### src/rtl/uart_rx_pkg.sv
package uart_rx_pkg;
  localparam int DATA_W = 8;

  typedef enum logic [2:0] {
    ST_IDLE,
    ST_START,
    ST_DATA,
    ST_PAR,
    ST_STOP
  } rx_state_e;

  typedef struct packed {
    logic [1:0] wlen;
    logic       par_en;
    logic       even;
    logic       stick;
  } rx_cfg_t;

  typedef struct packed {
    logic [DATA_W-1:0] data;
    logic              par_err;
    logic              frame_err;
    logic              brk;
  } rx_char_t;
endpackage

### src/rtl/uart_rx_sync.sv
module uart_rx_sync #(
  parameter int STAGES = 2
) (
  input  logic clk,
  input  logic rst_n,
  input  logic d_in,
  output logic d_out
);
  logic [STAGES-1:0] sync_q, sync_d;

  always_comb begin
    sync_d = {sync_q[STAGES-2:0], d_in};
  end

  always_ff @(posedge clk or negedge rst_n) begin
    if (!rst_n) sync_q <= '1;
    else        sync_q <= sync_d;
  end

  assign d_out = sync_q[STAGES-1];
endmodule

### src/rtl/uart_rx_frame.sv
module uart_rx_frame
  import uart_rx_pkg::*;
#(
  parameter int OVS = 16
) (
  input  logic     clk,
  input  logic     rst_n,
  input  logic     tick,
  input  logic     rx_s,
  input  rx_cfg_t  cfg,
  output logic     done,
  output rx_char_t char_out
);
  localparam int CW   = $clog2(OVS);
  localparam int HALF = OVS / 2;
  localparam int IW   = $clog2(DATA_W);

  rx_state_e         state_q, state_d;
  logic [CW-1:0]     cnt_q, cnt_d;
  logic [IW-1:0]     idx_q, idx_d;
  logic [DATA_W-1:0] data_q, data_d;
  logic              par_q, par_d;
  logic              prev_q, prev_d;
  rx_cfg_t           cfg_q, cfg_d;
  logic              done_q, done_d;
  rx_char_t          char_q, char_d;
  logic [3:0]        nbits;
  logic              centre;
  logic              ones;

  assign nbits  = {2'b00, cfg_q.wlen} + 4'd5;
  assign centre = tick && (cnt_q == CW'(OVS - 1));
  assign ones   = (^data_q) ^ par_q;

  always_comb begin
    state_d = state_q;
    cnt_d   = cnt_q;
    idx_d   = idx_q;
    data_d  = data_q;
    par_d   = par_q;
    cfg_d   = cfg_q;
    prev_d  = tick ? rx_s : prev_q;
    done_d  = 1'b0;
    char_d  = char_q;
    case (state_q)
      ST_IDLE: begin
        if (tick && prev_q && !rx_s) begin
          state_d = ST_START;
          cnt_d   = '0;
        end
      end
      ST_START: begin
        if (tick) begin
          if (cnt_q == CW'(HALF - 1)) begin
            if (!rx_s) begin
              state_d = ST_DATA;
              cnt_d   = '0;
              idx_d   = '0;
              data_d  = '0;
              par_d   = 1'b0;
              cfg_d   = cfg;
            end else begin
              state_d = ST_IDLE;
            end
          end else begin
            cnt_d = cnt_q + 1'b1;
          end
        end
      end
      ST_DATA: begin
        if (centre) begin
          cnt_d         = '0;
          data_d[idx_q] = rx_s;
          if ({1'b0, idx_q} == nbits - 4'd1)
            state_d = cfg_q.par_en ? ST_PAR : ST_STOP;
          else
            idx_d = idx_q + 1'b1;
        end else if (tick) begin
          cnt_d = cnt_q + 1'b1;
        end
      end
      ST_PAR: begin
        if (centre) begin
          cnt_d   = '0;
          par_d   = rx_s;
          state_d = ST_STOP;
        end else if (tick) begin
          cnt_d = cnt_q + 1'b1;
        end
      end
      ST_STOP: begin
        if (centre) begin
          state_d          = ST_IDLE;
          cnt_d            = '0;
          done_d           = 1'b1;
          char_d.data      = data_q;
          char_d.frame_err = !rx_s;
          char_d.par_err   = cfg_q.par_en &&
                             (cfg_q.stick ? (par_q == cfg_q.even) : (ones ^ !cfg_q.even));
          char_d.brk       = (data_q == '0) && (!cfg_q.par_en || !par_q) && !rx_s;
        end else if (tick) begin
          cnt_d = cnt_q + 1'b1;
        end
      end
      default: state_d = ST_IDLE;
    endcase
  end

  always_ff @(posedge clk or negedge rst_n) begin
    if (!rst_n) begin
      state_q <= ST_IDLE;
      cnt_q   <= '0;
      idx_q   <= '0;
      data_q  <= '0;
      par_q   <= 1'b0;
      prev_q  <= 1'b1;
      cfg_q   <= '0;
      done_q  <= 1'b0;
      char_q  <= '0;
    end else begin
      state_q <= state_d;
      cnt_q   <= cnt_d;
      idx_q   <= idx_d;
      data_q  <= data_d;
      par_q   <= par_d;
      prev_q  <= prev_d;
      cfg_q   <= cfg_d;
      done_q  <= done_d;
      char_q  <= char_d;
    end
  end

  assign done     = done_q;
  assign char_out = char_q;

  assert_nopar_R4: assert property (@(posedge clk) disable iff (!rst_n)
    (done_q && !cfg_q.par_en) |-> !char_q.par_err);
  assert_break_ferr_R8: assert property (@(posedge clk) disable iff (!rst_n)
    (done_q && char_q.brk) |-> char_q.frame_err);
  assert_glitch_R3: assert property (@(posedge clk) disable iff (!rst_n)
    (state_q == ST_START && tick && cnt_q == CW'(HALF - 1) && rx_s) |=> (state_q == ST_IDLE));
  assert_idx_R2: assert property (@(posedge clk) disable iff (!rst_n)
    (state_q == ST_DATA) |-> ({1'b0, idx_q} < nbits));
endmodule

### src/rtl/uart_rx_hold.sv
module uart_rx_hold
  import uart_rx_pkg::*;
(
  input  logic     clk,
  input  logic     rst_n,
  input  logic     load,
  input  rx_char_t char_in,
  input  logic     rd_ack,
  output logic     valid,
  output logic     overrun,
  output rx_char_t char_out
);
  logic     valid_q, valid_d;
  logic     ovr_q, ovr_d;
  rx_char_t char_q, char_d;

  always_comb begin
    valid_d = valid_q;
    ovr_d   = ovr_q;
    char_d  = char_q;
    if (rd_ack && valid_q) begin
      valid_d = 1'b0;
      ovr_d   = 1'b0;
    end
    if (load) begin
      if (valid_d) begin
        ovr_d = 1'b1;
      end else begin
        char_d  = char_in;
        valid_d = 1'b1;
      end
    end
  end

  always_ff @(posedge clk or negedge rst_n) begin
    if (!rst_n) begin
      valid_q <= 1'b0;
      ovr_q   <= 1'b0;
      char_q  <= '0;
    end else begin
      valid_q <= valid_d;
      ovr_q   <= ovr_d;
      char_q  <= char_d;
    end
  end

  assign valid    = valid_q;
  assign overrun  = ovr_q;
  assign char_out = char_q;

  assert_keep_old_R11: assert property (@(posedge clk) disable iff (!rst_n)
    (valid_q && !rd_ack && load) |=> (ovr_q && $stable(char_q)));
  assert_ack_clears_R10: assert property (@(posedge clk) disable iff (!rst_n)
    (valid_q && rd_ack && !load) |=> (!valid_q && !ovr_q));
  assert_hold_R10: assert property (@(posedge clk) disable iff (!rst_n)
    (valid_q && !rd_ack) |=> (valid_q && $stable(char_q)));
endmodule

### src/rtl/uart_frame_rx.sv
module uart_frame_rx
  import uart_rx_pkg::*;
#(
  parameter int OVS         = 16,
  parameter int SYNC_STAGES = 2
) (
  input  logic              clk,
  input  logic              rst_n,
  input  logic              os_tick,
  input  logic              rx_in,
  input  logic [1:0]        cfg_wlen,
  input  logic              cfg_par_en,
  input  logic              cfg_even_sel,
  input  logic              cfg_stick,
  input  logic              rd_ack,
  output logic              rx_valid,
  output logic [DATA_W-1:0] rx_data,
  output logic              rx_par_err,
  output logic              rx_frame_err,
  output logic              rx_break,
  output logic              rx_overrun
);
  logic     rx_s;
  logic     frame_done;
  rx_cfg_t  cfg;
  rx_char_t frame_char, held_char;

  assign cfg = '{wlen: cfg_wlen, par_en: cfg_par_en, even: cfg_even_sel, stick: cfg_stick};

  uart_rx_sync #(.STAGES(SYNC_STAGES)) u_sync (
    .clk(clk), .rst_n(rst_n), .d_in(rx_in), .d_out(rx_s)
  );

  uart_rx_frame #(.OVS(OVS)) u_frame (
    .clk(clk), .rst_n(rst_n), .tick(os_tick), .rx_s(rx_s), .cfg(cfg),
    .done(frame_done), .char_out(frame_char)
  );

  uart_rx_hold u_hold (
    .clk(clk), .rst_n(rst_n), .load(frame_done), .char_in(frame_char),
    .rd_ack(rd_ack), .valid(rx_valid), .overrun(rx_overrun), .char_out(held_char)
  );

  assign rx_data      = held_char.data;
  assign rx_par_err   = held_char.par_err;
  assign rx_frame_err = held_char.frame_err;
  assign rx_break     = held_char.brk;
endmodule

### config.mk
export PLATFORM = sky130hd
export DESIGN_NAME = uart_frame_rx
export DESIGN_NICKNAME = d
export VERILOG_FILES = /design/src/rtl/uart_rx_pkg.sv /design/src/rtl/uart_rx_sync.sv /design/src/rtl/uart_rx_frame.sv /design/src/rtl/uart_rx_hold.sv /design/src/rtl/uart_frame_rx.sv
export SDC_FILE = /design/constraint.sdc
export NUM_CORES = 1
export LEC_CHECK = 0
export ABC_CLOCK_PERIOD_IN_PS = 2200
export BUFFER_PORTS_ARGS = -buffer_cell sky130_fd_sc_hd__buf_2
export CORE_MARGIN = 2
export CORE_UTILIZATION = 58
export DETAILED_ROUTE_END_ITERATION = 8
export PLACE_DENSITY_LB_ADDON = 0.12
export SLEW_MARGIN = 10
export SYNTH_ARGS = -nofsm -noshare
export SYNTH_HDL_FRONTEND = slang
export SYNTH_SLANG_ARGS = --single-unit
### constraint.sdc
create_clock -name clk -period 2.2 [get_ports clk]
set_clock_uncertainty 0.2 [all_clocks]
set_input_delay 0.44 -clock clk [delete_from_list [all_inputs] [get_ports clk]]
set_output_delay 0.44 -clock clk [all_outputs]
set_load 0.005 [all_outputs]
==> results.txt <==
The flow ran to the end, and the final reports show no timing, DRC or antenna violations. In this run, synthesis inferred 0 flip-flops with an integrated enable. Number of inserted filler cells in the final layout: 352. For the overall die area, the log shows 0.00502 mm2. After synthesis, the mean cell area works out to 10.4 um2. The run gives 50.4% as the register area share after synthesis. First-pass detailed-route iteration total: 4.

At the pin with the least slew margin, the transition time is 503 ps. The initial antenna violation count is 0. CTS placed an instance of sky130_fd_sc_hd__clkbuf_8 at the clock tree root. The path type of the worst min-delay path was in2reg. The number of global-route vias before repair is 1755, and the share of final-layout standard cells stronger than drive strength 1 is 24.0%. 23 I/O pins were placed. Setup repair after global routing left no endpoint under its margin. In this run the standard cell core region covers 0.00432 mm2. The run gives 33.0% as the met2 track utilization from global routing.

The logs give 300 ps for the clock network latency to the later pin of the worst-skew pair and 59.9% for the initial core utilization. The run gives 0 ps as the total negative setup slack. Clock-pin slew was measured on the worst setup and hold paths at 90 ps. Dividing the detail-routed wire length by the instance count gives 13.9 um. The run gives 37.8 ps as the worst hold slack.

The global routing's busiest layer was met2. The critical path is of the reg2reg type. In this run, synthesis produced a sequential element count of 52. The global-route wire length before repair came out at 7820 um. The hold-critical path endpoint was u_sync.sync_q[0]. For this run, global-route usage on met3 was measured as 3.70%.

The logs give 2 for the maximum buffer depth of the clock tree and 31.5% for the combinational fraction of design power. The number of instances on the worst hold path was 1. After detailed routing, the number of vias per cell comes to 5.53. The total power was 0.00280 W; the slack of the worst reg-to-reg path was 140 ps.

The total number of clock tree sinks was 52; the reported leakage power was 1.34 nW. Headroom to the max-slew limit came out at 66.2%. TritonCTS built the clock tree.

The area fraction of the dominant cell type after synthesis was 47.3%; the total of buffers placed on input and output ports was 22. Most frequently used flop master after synthesis: sky130_fd_sc_hd__dfrtp_1. The sum of overflow across all layers after global routing is 0.

OpenSTA, run right after detailed placement, puts the worst setup slack at 148 ps. In this run the core area contains 24 standard-cell rows. The top cell family by delay on the critical path was flip-flops.

The internal power summed over all cells came out at 0.00185 W. The run gives 265 as the number of nets in the synthesized netlist. The hold path startpoint is rx_in. Buffers inserted during clock tree synthesis total 5.

After layout, the minimum clock period comes to 2060 ps. The share of total power dissipated in the clock network is 24.3%. Entering global routing, the biggest net connects 24 pins. Leaving out fill and tap cells, the most frequent cell in the layout is sky130_fd_sc_hd__dfrtp_1.

In this run, post-CTS repair resized a total of 0 instances. The tool flagged a number of max-cap violations equal to 0. The worst endpoint required time is 2190 ps.

Slowest cell on the critical path: sky130_fd_sc_hd__dfrtp_1. The run gives 2050 ps as the data arrival time at the worst-slack endpoint. The tools report the final number of hold-violating endpoints as 0. The worst setup path is captured at a register. For the post-synthesis cell area, the log shows 0.00259 mm2.

The delay of the slowest cell on the worst path was 570 ps. The critical path buffer and inverter count was 0; the highest clock frequency the design can meet was 485 MHz. By area the synthesized netlist is led by sky130_fd_sc_hd__dfrtp_1, sky130_fd_sc_hd__mux2_2, sky130_fd_sc_hd__o21ai_0, sky130_fd_sc_hd__nand2_1, sky130_fd_sc_hd__dfstp_2. For the final estimated routing congestion in global placement, the log shows 0.869.

The final setup violation count is 0. The final layout contains 290 nets. Final-report max-slew violation count: 0. Global routing usage on met1: 25.8%. Global routing consumed, over all layers together, 19.6% of the routing resources. Once detail routing completed, the nets flagged for antenna violations numbered 0.

After detailed routing, the total wire length is 4530 um. The final critical-path share of the clock period was 93.8%; the net switching power of the design was 0.000944 W. Number of DRC violations after detailed routing: 0. Capture point of the worst reg-to-reg path: u_frame.idx_q[0]. The number of cells on the worst reg-to-reg path is 4. The wire-length estimate of the detail-placed layout is 3440 um. From synthesis to final layout, the design area changed by 11.5%. Including well taps, the total number of placed cells is 318. The library cells used most frequently in the layout, excluding fill and tap cells, are sky130_fd_sc_hd__dfrtp_1, sky130_fd_sc_hd__o21ai_0, sky130_fd_sc_hd__nand2_1. 0 antenna diodes ended up in the layout. The worst register-to-register path begins at u_frame.state_q[1]. The run gives 136 ps as the slack of the critical path.

The number of different library cells used by synthesis comes to 46. Excluding fillers, the count of instances in the completed layout stands at 327. The largest fanout on the critical path came out at 14. The power density over cell area works out to 968 mW/mm2.

Counting flops with an async set or reset pin after synthesis yields a share of 100%. Sequential cells account for 44.2% of the total power. The detailed router's first-iteration violation count is 65, and the floorplan die height is 70.8 um. For the synthesis warning total, the log shows 0. IR analysis of the VDD net gives a maximum drop of 0.656 mV. The logs give 1809 for the total number of vias and 249 for the number of instances in the synthesized netlist. The library cell with the largest summed area after synthesis is sky130_fd_sc_hd__dfrtp_1. In this run switching power makes up 33.8% of total power. The tools report the startpoint kind of the worst setup timing path as a register. The level count of the clock H-tree was 2. Walking the worst path, the cells encountered are or3b_4 -> a311oi_4 -> o21ai_2 -> mux2_2. The floorplan step set the die width to 70.8 um.
## sequential cells by signal (all words and copies together), names as in the netlist
| signal | flops |
|---|---|
| u_frame.cfg_q | 5 |
| u_frame.char_out | 11 |
| u_frame.cnt_q | 4 |
| u_frame.data_q | 8 |
| u_frame.done | 1 |
| u_frame.idx_q | 3 |
| u_frame.par_q | 1 |
| u_frame.prev_q | 1 |
| u_frame.state_q | 3 |
| u_hold.char_out | 11 |
| u_hold.overrun | 1 |
| u_hold.valid | 1 |
| u_sync.sync_q | 2 |
## metrics by stage
step | instance area, um2 | utilization (%)
final | 2890 | 66.8
after detailed placement | 2760 | 63.7
after CTS | 2890 | 66.8
after global routing | 2890 | 66.8
after global placement | 2760 | 63.7
after floorplan | 2590 | -
## cell families after synthesis
kind of cell / after synthesis / share of synthesized area (%)
buffers and inverters: 26 / 4.54
AND/OR/NAND/NOR: 76 / 15.8
flip-flops: 52 / 50.4
adder cells (fa/ha/maj): 6 / 2.90
multiplexers: 19 / 8.21
XOR/XNOR: 8 / 2.71
AO/OA/AOI/OAI: 62 / 15.4
## worst max path at each step
| stage | from | to | cells after the start |
|---|---|---|---|
| floorplan | u_frame.cnt_q[0] | u_frame.cnt_q[2] | 7 |
| global placement | u_frame.state_q[1] | u_frame.idx_q[0] | 4 |
| detailed placement | u_frame.state_q[1] | u_frame.idx_q[0] | 4 |
| CTS | u_frame.state_q[1] | u_frame.idx_q[0] | 4 |
| global route | u_frame.state_q[1] | u_frame.idx_q[0] | 4 |
| finish | u_frame.state_q[1] | u_frame.idx_q[0] | 4 |
## power by group through the flow
stage / Combinational (W) / Clock [W] / Sequential, W
floorplan: 0.000804 / 0 / 0.00116
finish: 0.000880 / 0.000679 / 0.00124
CTS: 0.000884 / 0.000699 / 0.00124
global route: 0.000997 / 0.000730 / 0.00126
global placement: 0.000870 / 0 / 0.00125
detailed placement: 0.000879 / 0 / 0.00126
## timing repair
action,in CTS,in global routing
hold buffers,1,0
endpoints found under the hold margin,11,0
setup endpoints to repair,0,0
buffers inserted,0,0
## cell usage after synthesis (all sizes together) (6+ instances only)
master	n
nand3	9
a21oi	12
o21ai	32
ha	6
inv	13
buf	6
mux2	18
dfrtp	49
nand2	24
xnor2	8
nor2	12
nand2b	6
clkbuf	7
## routing by layer
layer	wire length [um]	vias up	part of all wire (%)
li1	-	919	-
met1	2170	855	48
met2	2200	31	49
met3	124	4	2.7
met4	35	0	0.77
met5	0	-	0
## final cells by class
class	instances	area, um2	area share [%]
Inverter	13	48.8	1.69
Timing Repair Buffer	31	180	6.24
Clock inverter	2	38.8	1.34
Multi-Input combinational cell	171	1170	40.4
Clock buffer	6	82.6	2.86
Tap cell	52	65.1	2.25
Sequential cell	52	1310	45.2
Note: power is estimated with default switching activity, not from simulation.
